**config.mk**
```make
export PLATFORM = sky130hd
export DESIGN_NAME = push_pop_fuser
export DESIGN_NICKNAME = d
export VERILOG_FILES = /design/src/rtl/push_pop_fuser.sv
export SDC_FILE = /design/constraint.sdc
export NUM_CORES = 1
export LEC_CHECK = 0
export ABC_AREA = 1
export ABC_CLOCK_PERIOD_IN_PS = 1770
export CORE_UTILIZATION = 47
export CTS_BUF_LIST = sky130_fd_sc_hd__clkbuf_8
export DETAILED_ROUTE_END_ITERATION = 7
export PLACE_DENSITY_LB_ADDON = 0.12
export SKIP_CTS_REPAIR_TIMING = 1
export SYNTH_ARGS = -nofsm -noshare
export SYNTH_HDL_FRONTEND = slang
export SYNTH_SLANG_ARGS = --single-unit
```
**constraint.sdc**
```tcl
create_clock -name clk -period 1.77 [get_ports clk]
set_input_delay 0.2655 -clock clk [delete_from_list [all_inputs] [get_ports clk]]
set_output_delay 0.2655 -clock clk [all_outputs]
set_load 0.005 [all_outputs]
```
**src/rtl/push_pop_fuser.sv**
```systemverilog
module push_pop_fuser #(
  parameter int MAX_RUN = 4,
  parameter int SLOT    = 8,
  parameter int REG_W   = 5,
  parameter int OFF_W   = 8,
  parameter int AMT_W   = 6,
  parameter int SP_REG  = 4
) (
  input  logic                     clk,
  input  logic                     rst_n,
  input  logic                     in_valid,
  input  logic [1:0]               in_kind,
  input  logic [REG_W-1:0]         in_reg,
  output logic [MAX_RUN:0]         grp_valid,
  output logic [MAX_RUN*REG_W-1:0] grp_reg,
  output logic [MAX_RUN*OFF_W-1:0] grp_off,
  output logic [AMT_W-1:0]         grp_sp_amt,
  output logic                     grp_pop,
  output logic                     grp_raw,
  output logic                     grp_atomic,
  output logic                     solo_valid,
  output logic [1:0]               solo_kind,
  output logic [REG_W-1:0]         solo_reg
);
  localparam int CNT_W = $clog2(MAX_RUN + 1);

  logic [CNT_W-1:0] acc_n;
  logic             acc_pop;
  logic [REG_W-1:0] acc_reg [MAX_RUN];

  logic             in_pop, fuse_in, joins, full;
  logic [CNT_W-1:0] em_n;
  logic             em_pop;
  logic [REG_W-1:0] em_reg [MAX_RUN];

  assign in_pop  = in_kind == 2'd2;
  assign fuse_in = in_valid && (in_kind == 2'd1 || in_kind == 2'd2) && in_reg != REG_W'(SP_REG);
  assign joins   = fuse_in && (acc_n == '0 || acc_pop == in_pop);
  assign full    = joins && acc_n == CNT_W'(MAX_RUN - 1);
  assign em_n    = full ? CNT_W'(MAX_RUN) : (joins ? '0 : acc_n);
  assign em_pop  = full ? in_pop : acc_pop;

  always_comb
    for (int i = 0; i < MAX_RUN; i++)
      em_reg[i] = (full && i == MAX_RUN - 1) ? in_reg : acc_reg[i];

  always_ff @(posedge clk) begin
    if (!rst_n) begin
      acc_n      <= '0;
      acc_pop    <= 1'b0;
      grp_valid  <= '0;
      grp_reg    <= '0;
      grp_off    <= '0;
      grp_sp_amt <= '0;
      grp_pop    <= 1'b0;
      grp_raw    <= 1'b0;
      grp_atomic <= 1'b0;
      solo_valid <= 1'b0;
      solo_kind  <= '0;
      solo_reg   <= '0;
      for (int i = 0; i < MAX_RUN; i++) acc_reg[i] <= '0;
    end else begin
      if (joins && !full) begin
        for (int i = 0; i < MAX_RUN; i++)
          if (acc_n == CNT_W'(i)) acc_reg[i] <= in_reg;
        acc_n   <= acc_n + 1'b1;
        acc_pop <= in_pop;
      end else if (!joins && fuse_in) begin
        acc_reg[0] <= in_reg;
        acc_n      <= CNT_W'(1);
        acc_pop    <= in_pop;
      end else begin
        acc_n <= '0;
      end

      for (int i = 0; i < MAX_RUN; i++) begin
        grp_valid[i]              <= CNT_W'(i) < em_n;
        grp_reg[i*REG_W +: REG_W] <= em_reg[i];
        grp_off[i*OFF_W +: OFF_W] <= em_pop ? OFF_W'(i * SLOT) : OFF_W'(-(i + 1) * SLOT);
      end
      grp_valid[MAX_RUN] <= em_n >= CNT_W'(2);
      grp_sp_amt         <= (em_n >= CNT_W'(2)) ? AMT_W'(int'(em_n) * SLOT) : '0;
      grp_pop            <= em_pop && em_n != '0;
      grp_raw            <= em_n == CNT_W'(1);
      grp_atomic         <= em_n >= CNT_W'(2);

      solo_valid <= in_valid && !fuse_in;
      solo_kind  <= in_kind;
      solo_reg   <= in_reg;
    end
  end

  AST_SP_TOTAL: assert property (@(posedge clk) disable iff (!rst_n)
    grp_valid[MAX_RUN] |-> grp_sp_amt == AMT_W'(SLOT * $countones(grp_valid[MAX_RUN-1:0])));
  AST_ATOMIC_GROUP: assert property (@(posedge clk) disable iff (!rst_n)
    grp_atomic |-> grp_valid[MAX_RUN] && grp_valid[1]);
  AST_FULL_FLUSH: assert property (@(posedge clk) disable iff (!rst_n)
    full |=> grp_valid[MAX_RUN-1] && acc_n == '0);
  AST_RUN_BOUND: assert property (@(posedge clk) disable iff (!rst_n)
    acc_n < CNT_W'(MAX_RUN));
  AST_SP_REG_SOLO: assert property (@(posedge clk) disable iff (!rst_n)
    in_valid && in_reg == REG_W'(SP_REG) |=> solo_valid);
  AST_RAW_SINGLE: assert property (@(posedge clk) disable iff (!rst_n)
    grp_raw |-> grp_valid[0] && !grp_valid[1] && !grp_valid[MAX_RUN] && !grp_atomic);
  AST_IDLE_FLUSH: assert property (@(posedge clk) disable iff (!rst_n)
    !in_valid |=> acc_n == '0);
endmodule

```
==> impl_metrics.json <==
{
  "boundaryPins": 84,
  "power_density_mw_per_mm2": 938,
  "finClkSkew_ps": 7.10,
  "crit_family": "buffers and inverters",
  "swShare": 0.208,
  "numCtsBuffers": 9,
  "track_usage": 0.157,
  "clk_path_buf_depth": 2,
  "design_area_mm2": 0.00350,
  "synth_cells": 251,
  "drv_cap": 0,
  "hold_ws_ps": 427,
  "synth_largest_area_cell": "dfxtp_1",
  "grt_pass1_vias": 1485,
  "grt_pass1_wl_um": 6330,
  "nFillCells": 452,
  "p_leak_nw": 1.63,
  "clk_pin_slew_ps": 60,
  "post_drt_wl_per_cell_um": 10.0,
  "cp-end-kind": "register",
  "worstSetupStartpoint": "in_kind[0]",
  "die_w_um": 75.3,
  "r2r_setup_slack_ps": 200,
  "syn_to_final_growth_pct": 38.4,
  "p_int_mw": 2.60,
  "rows": 26,
  "synth.top_cell.area_share": 0.349,
  "vias": 1640,
  "cts_tree": "built",
  "placeableCoreArea_mm2": 0.00514,
  "synth-main-ff-cell": "dfxtp_1",
  "crit_type": "in2reg",
  "place.gp.congestion": 0.830,
  "crit_path_cell_trace": "clkdlybuf4s50_1 > inv_1 > ha_4 > inv_1 > nand2_2 > nand3_4 > nand3_4 > buf_6 > nand2_1 > nand2_4 > nor2_4 > nor2_1",
  "finalCriticalPeriod_ps": 1650,
  "portBuffers": 68,
  "drt-pass1-iter-count": 4,
  "clkSinkCount": 64,
  "start_util": 0.492,
  "nNetsFinal": 346,
  "synth_most_common_cell": "dfxtp_1",
  "grt-ovfl-total": 0,
  "timing.rr.end": "acc_reg[0][3]",
  "slowest_delay_ps": 480,
  "synth_warnings": 0,
  "final-hold-violation-count": 0,
  "r2r_cells": 7,
  "synth-seq-cells": 64,
  "slowest_stage": "clkdlybuf4s50_1",
  "synthTopCellsByArea": "dfxtp_1 35%, edfxtp_1 24%, buf_4 10%",
  "r2r_start": "acc_n[1]",
  "switchingPower_mw": 0.681,
  "status": "finished clean",
  "p_seq_frac": 0.491,
  "wl_um": 4060,
  "max_freq_mhz": 604,
  "crit_path_max_fanout": 6,
  "syn_area_mm2": 0.00253,
  "syn_avg_cell_area_um2": 10.1,
  "setup_viol": 0,
  "crit_required_ps": 1970,
  "post-route-period-util": 0.935,
  "synthDistinctLibCells": 30,
  "die_h_um": 75.3,
  "hpwl_um": 3000,
  "antenna_found_initial": 0,
  "cp_num_cells": 12,
  "ys_async_sr_fraction": 0,
  "synth-edff-count": 20,
  "ctsHtreeMaxLevel": 3,
  "ir_worst_vdd_uv": 732,
  "dieArea_mm2": 0.00567,
  "startpoint_type": "primary input",
  "final_antenna_net_count": 0,
  "placed_cell_area_mm2": 0.00324,
  "p_clk_frac": 0.401,
  "grt_max_degree": 32,
  "vias_per_cell": 4.05,
  "arrival_ps": 1860,
  "clkLatencyLatePin_ps": 330,
  "min_path_type": "reg2reg",
  "drc_errors": 0,
  "synth_common_cells": "44 x dfxtp_1, 39 x inv_1, 35 x nor2_1, 34 x buf_4, 34 x nand2_1",
  "cts-root-buf": "clkbuf_8",
  "combPwrFrac": 0.108,
  "crit_end": "grp_valid[4]",
  "drive_above_1_share": 0.173,
  "ys_seq_area_frac": 0.586,
  "slew_viol_final": 0,
  "cp_num_buf_inv": 4,
  "rsz0062_at_grt": "no",
  "n_antenna_cell": 0,
  "drt_iter0_drc": 45
}
-- area by class of cell --
| type | instances | area [um^2] | area share |
|---|---|---|---|
| Clock buffer | 10 | 138 | 0.0393 |
| Clock inverter | 6 | 76.3 | 0.0218 |
| Inverter | 40 | 150 | 0.0429 |
| Multi-Input combinational cell | 128 | 736 | 0.210 |
| Sequential cell | 64 | 1480 | 0.424 |
| Tap cell | 70 | 87.6 | 0.0250 |
| Timing Repair Buffer | 87 | 827 | 0.236 |
-- worst reg2reg max path, cell delays in order, from the launching register on --
cell     delay [ps]
dfxtp_1         400
inv_1            80
ha_1            210
nand2_4          90
nand3_4         110
a21oi_2         180
nand2_1         100
nand2_2         130
-- worst min-delay path by stage --
stage / depth (start not counted) / startpoint / end / slack, ps
floorplan: 2 / in_kind[0] / solo_kind[0] / 360
global placement: 2 / acc_reg[1][1] / grp_reg[6] / 410
detailed placement: 2 / acc_reg[1][1] / grp_reg[6] / 410
CTS: 2 / acc_reg[1][1] / grp_reg[6] / 430
global route: 2 / acc_reg[1][4] / grp_reg[9] / 460
finish: 2 / acc_reg[1][1] / grp_reg[6] / 430
-- cell families after synthesis --
group | Yosys count | share of synthesized area
buf+inv | 78 | 0.167
other cells | 1 | 0.00148
fa+ha+maj | 6 | 0.0297
compound gates | 11 | 0.0248
simple gates | 91 | 0.191
flops | 64 | 0.586
-- cells in the final DEF (no fill, tap or decap), types with 3 or more instances in the layout --
cell type	count
clkbuf_8	10
edfxtp_1	20
nor2_4	3
clkdlybuf4s50_1	68
buf_4	18
nand3_4	4
nand2_1	30
nand2_2	6
inv_1	42
nor2_1	35
conb_1	20
dfxtp_1	42
o21ai_0	7
nand3_1	3
ha_1	4
-- layer usage --
layer | vias to the layer above | global-route usage | routed length (um)
met2 | 46 | 0.256 | 1980
met1 | 715 | 0.176 | 1790
met3 | 8 | 0.0463 | 203
met5 | - | 0 | 0
li1 | 871 | - | -
met4 | 0 | 0.113 | 79
-- stage by stage --
stage	std cells	setup slack, ps	TNS (ps)	utilization	power [mW]
2_1_floorplan	270	128	0	-	1.84
3_3_place_gp	389	-311	-10990	0.630	1.98
3_5_place_dp	389	-360	-12700	0.630	1.99
4_1_cts	405	-21.2	-189	0.672	3.31
5_1_grt	405	0.292	0	0.681	3.43
6_report	405	115	0	0.681	3.28
-- power groups by stage --
stage	logic [mW]	clock network [mW]	registers (mW)
final	0.354	1.32	1.61
after global routing	0.395	1.41	1.62
after CTS	0.348	1.35	1.61
after detailed placement	0.346	0	1.64
after global placement	0.342	0	1.64
after floorplan	0.195	0	1.65
(Power assumes the default switching activity.)
